$ cat config.mk
export PLATFORM = sky130hd
export DESIGN_NAME = fwd_unit
export DESIGN_NICKNAME = d
export VERILOG_FILES = /design/src/rtl/fwd_unit.sv
export SDC_FILE = /design/constraint.sdc
export NUM_CORES = 1
export LEC_CHECK = 0
export ABC_AREA = 0
export ABC_CLOCK_PERIOD_IN_PS = 7200
export BUFFER_PORTS_ARGS = -buffer_cell sky130_fd_sc_hd__buf_4
export CORE_AREA = 2 2 100 102
export DETAILED_ROUTE_END_ITERATION = 10
export DIE_AREA = 0 0 102 104
export GPL_ROUTABILITY_DRIVEN = 0
export PLACE_DENSITY = 0.58
export SLEW_MARGIN = 15
export SYNTH_ARGS = -nofsm -noshare
export SYNTH_HDL_FRONTEND = slang
export SYNTH_SLANG_ARGS = --single-unit
$ cat constraint.sdc
create_clock -name vclk -period 7.2
set_input_delay 1.44 -clock vclk [all_inputs]
set_output_delay 1.44 -clock vclk [all_outputs]
set_load 0.03 [all_outputs]
$ cat src/rtl/fwd_unit.sv
module fwd_unit #(
  parameter int XLEN = 32,
  parameter int RAW  = 5
) (
  input  logic [31:0]     inst_s2,
  input  logic [31:0]     inst_s3,
  input  logic            valid_s3,
  input  logic            stall,
  input  logic [XLEN-1:0] wb_data_s3,
  input  logic [XLEN-1:0] rf_rs1_data,
  input  logic [XLEN-1:0] rf_rs2_data,
  output logic            fwd_a,
  output logic            fwd_b,
  output logic            fwd_sd,
  output logic [XLEN-1:0] op_a,
  output logic [XLEN-1:0] op_b,
  output logic [XLEN-1:0] store_data
);
  localparam logic [6:0] OPC_OP     = 7'b0110011;
  localparam logic [6:0] OPC_OPIMM  = 7'b0010011;
  localparam logic [6:0] OPC_LOAD   = 7'b0000011;
  localparam logic [6:0] OPC_STORE  = 7'b0100011;
  localparam logic [6:0] OPC_BRANCH = 7'b1100011;
  localparam logic [6:0] OPC_LUI    = 7'b0110111;
  localparam logic [6:0] OPC_AUIPC  = 7'b0010111;
  localparam logic [6:0] OPC_JAL    = 7'b1101111;
  localparam logic [6:0] OPC_JALR   = 7'b1100111;
  localparam logic [6:0] OPC_SYS    = 7'b1110011;

  logic [6:0]     opc2, opc3;
  logic [2:0]     f3_2, f3_3;
  logic [RAW-1:0] rd3, rs1_2, rs2_2;
  logic           wr3, live3, rd1_used, rd2_used, alu_rs2, is_st;
  logic [31:0]    imm;

  assign opc2  = inst_s2[6:0];
  assign opc3  = inst_s3[6:0];
  assign f3_2  = inst_s2[14:12];
  assign f3_3  = inst_s3[14:12];
  assign rd3   = inst_s3[7 +: RAW];
  assign rs1_2 = inst_s2[15 +: RAW];
  assign rs2_2 = inst_s2[20 +: RAW];

  always_comb begin
    unique case (opc3)
      OPC_OP, OPC_OPIMM, OPC_LOAD, OPC_LUI,
      OPC_AUIPC, OPC_JAL, OPC_JALR: wr3 = 1'b1;
      OPC_SYS:                      wr3 = (f3_3 != 3'd0);
      default:                      wr3 = 1'b0;
    endcase
  end

  assign live3 = valid_s3 && wr3 && (rd3 != '0) && !stall;

  always_comb begin
    unique case (opc2)
      OPC_OP, OPC_OPIMM, OPC_LOAD, OPC_STORE,
      OPC_BRANCH, OPC_JALR: rd1_used = 1'b1;
      OPC_SYS:              rd1_used = (f3_2 != 3'd0) && !f3_2[2];
      default:              rd1_used = 1'b0;
    endcase
  end

  assign alu_rs2  = (opc2 == OPC_OP) || (opc2 == OPC_BRANCH);
  assign is_st    = (opc2 == OPC_STORE);
  assign rd2_used = alu_rs2 || is_st;

  always_comb begin
    unique case (opc2)
      OPC_STORE:          imm = {{20{inst_s2[31]}}, inst_s2[31:25], inst_s2[11:7]};
      OPC_LUI, OPC_AUIPC: imm = {inst_s2[31:12], 12'd0};
      OPC_JAL:            imm = {{11{inst_s2[31]}}, inst_s2[31], inst_s2[19:12],
                                 inst_s2[20], inst_s2[30:21], 1'b0};
      default:            imm = {{20{inst_s2[31]}}, inst_s2[31:20]};
    endcase
  end

  assign fwd_a  = live3 && rd1_used && (rd3 == rs1_2);
  assign fwd_b  = live3 && alu_rs2 && (rd3 == rs2_2);
  assign fwd_sd = live3 && is_st && (rd3 == rs2_2);

  assign op_a       = fwd_a ? wb_data_s3 : rf_rs1_data;
  assign store_data = fwd_sd ? wb_data_s3 : rf_rs2_data;
  assign op_b       = !alu_rs2 ? XLEN'($signed(imm)) :
                      fwd_b    ? wb_data_s3 : rf_rs2_data;

  always_comb begin
    p_fwd_a_value_r1: assert (!fwd_a || op_a == wb_data_s3);
    p_fwd_b_value_r2: assert (!fwd_b || op_b == wb_data_s3);
    p_x0_blocks_r3: assert (rd3 != '0 || !(fwd_a || fwd_b || fwd_sd));
    p_bubble_blocks_r4: assert (valid_s3 || !(fwd_a || fwd_b || fwd_sd));
    p_stall_blocks_r5: assert (!stall || $countones({fwd_a, fwd_b, fwd_sd}) == 0);
    p_sd_b_exclusive_r8: assert ($onehot0({fwd_b, fwd_sd}));
    p_sd_value_r8: assert (!fwd_sd || store_data == wb_data_s3);
    p_rf_a_r9: assert (fwd_a || op_a == rf_rs1_data);
  end
endmodule

==> impl_metrics.ini <==
[detailed_routing]
wl_per_cell_um = 17.06
wl_um = 10920
drtIter0Drc = 91
ant_nets = 0
firstDrtPassIters = 4
route.vias.total = 3168
remaining_drc_errors = 0
viasPerCell = 4.950

[clocking]
cts-resized-gates = 0
cts_hold_buf = 0
post_cts_buffers = 0

[floorplanning]
die_y_um = 104
core_area_sq_um = 9549
pin_count = 261
die_w_um = 102
start_util_pct = 23.02
dieArea_sq_um = 10610
fp-row-count = 36

[layout]
seq_area_sq_um = 0
drive_gt1_share_pct = 54.83
n_antenna_cell = 0
area_growth_pct = 85.37
fin_area_sq_um = 4075
nets = 671
nFillCells = 970
n_clock_buffer = 0
seq_cells = 0
fin_cells = 640

[timing]
finalHoldViolCount = 0
tightest_slew_ns = 0.8618
finalCritPeriodShare_pct = 73.74
holdWs_ns = 3.214
slew_viol_final = 0
rsz0062_at_grt = no
max_freq_mhz = 188.3
fin_crit_ns = 5.310
tns_ns = 0
max_slew_margin_pct = 42.43
setup_viol = 0

[global_routing]
grt_pass1_vias = 3183
grt_max_degree = 41
track_usage_pct = 18.99
grt_antenna_before_repair = 0
overflow = 0
grt_first_pass_wirelength_um = 16560

[critical_path]
critPathCaptureType = primary output
crit_type = in -> out
cp_data_arrival_time_ns = 3.87
required_ns = 5.76
path_max_fanout = 17
start_kind = input port
startpoint = inst_s2[3]

[power]
p_total_uw = 244.8
leakage_uw = 0.001876
p_per_area_nw_per_um2 = 60.06
ir_worst_vdd_v = 0.00002421

[job]
drv_cap = 0

[logic_synthesis]
netlist_area_sq_um = 2198
synth_warnings = 0
yosys-top-cells-area = mux2_1 (31%), a211oi_1 (13%), a211oi_2 (9.7%)
synth_commonest_cells = mux2_1 (60), a211oi_1 (38), nor2_1 (35)
syn-num-nets = 450
avgSynthCellArea_sq_um = 7.633
yosys.area.top_type = mux2_1
synth_cells = 288
ys_seq_area_share_pct = 0
synth_most_common_cell = mux2_1
synth_top_cell_area_share_pct = 30.73
synthDistinctLibCells = 43

[place]
hpwl_um = 8729
port_buffers = 244
postPlaceCellArea_sq_um = 4075
dp.cells = 640

[hold_path]
hold_class = in -> out
holdCritStartpoint = rf_rs1_data[22]

[outcome]
status = completed
==> layout make-up <==
class,instances,area [sq um],area share (%)
Tap cell,133,166.4,4.084
Multi-Input combinational cell,256,2032,49.86
Inverter,2,7.507,0.1842
Timing Repair Buffer,249,1869,45.87
==> worst max-delay path: stages <==
cell and delay [ns]:
buf_4 0.12, and4bb_1 0.36, and3_1 0.37, nand4b_2 0.57
buf_4 0.45, mux2_1 0.37, buf_4 0.18
==> cell families (layout without fill, tap and decap cells) <==
group	Yosys count	count (layout)	synth area share (%)
compound gates	91	91	34.09
xor+xnor	11	11	4.382
buf+inv	32	251	7.854
mux	64	64	32.78
simple gates	90	90	20.89
==> power by group <==
group	switching [uW]	internal, uW
Sequential	0	0
Combinational	130	115
Clock	0	0
Total	130	115
==> metal layers <==
layer  wire (um)  vias to the layer above  global-route usage [%]
met1        4508                     1473                   23.93
met5           0                        -                       0
met2        5671                      133                   36.33
li1            -                     1560                       -
met4          25                        0                  0.3810
met3         712                        2                   1.613
==> cell usage in the layout (no fill, tap or decap), types with 2 or more instances in the layout <==
cell	netlist	routed
nand4_1	6	6
mux2_2	4	4
nand2b_1	2	2
a211oi_1	38	38
xor2_1	6	6
nor2_1	35	35
and3_1	8	8
o211ai_1	6	6
nor2b_1	2	2
nand3b_1	2	2
nor3_1	2	2
nand3_1	12	11
a211oi_2	17	17
a21oi_1	11	11
buf_4	7	249
o21ai_0	10	10
xnor2_1	5	5
inv_1	2	2
mux2_1	60	60
nand2_1	12	12
==> stage by stage <==
stage / util (%) / worst slack, ns
global placement: 42.68 / 1.810
floorplan: - / 2.371
finish: 42.68 / 1.890
global route: 42.68 / 1.719
CTS: 42.68 / 1.807
detailed placement: 42.68 / 1.816
==> worst paths after layout <==
path / cells past startpoint / endpoint / slack (ns)
min: 3 / op_a[22] / 3.21
max: 7 / store_data[1] / 1.89
No activity file was read; power rests on OpenSTA's default activity.
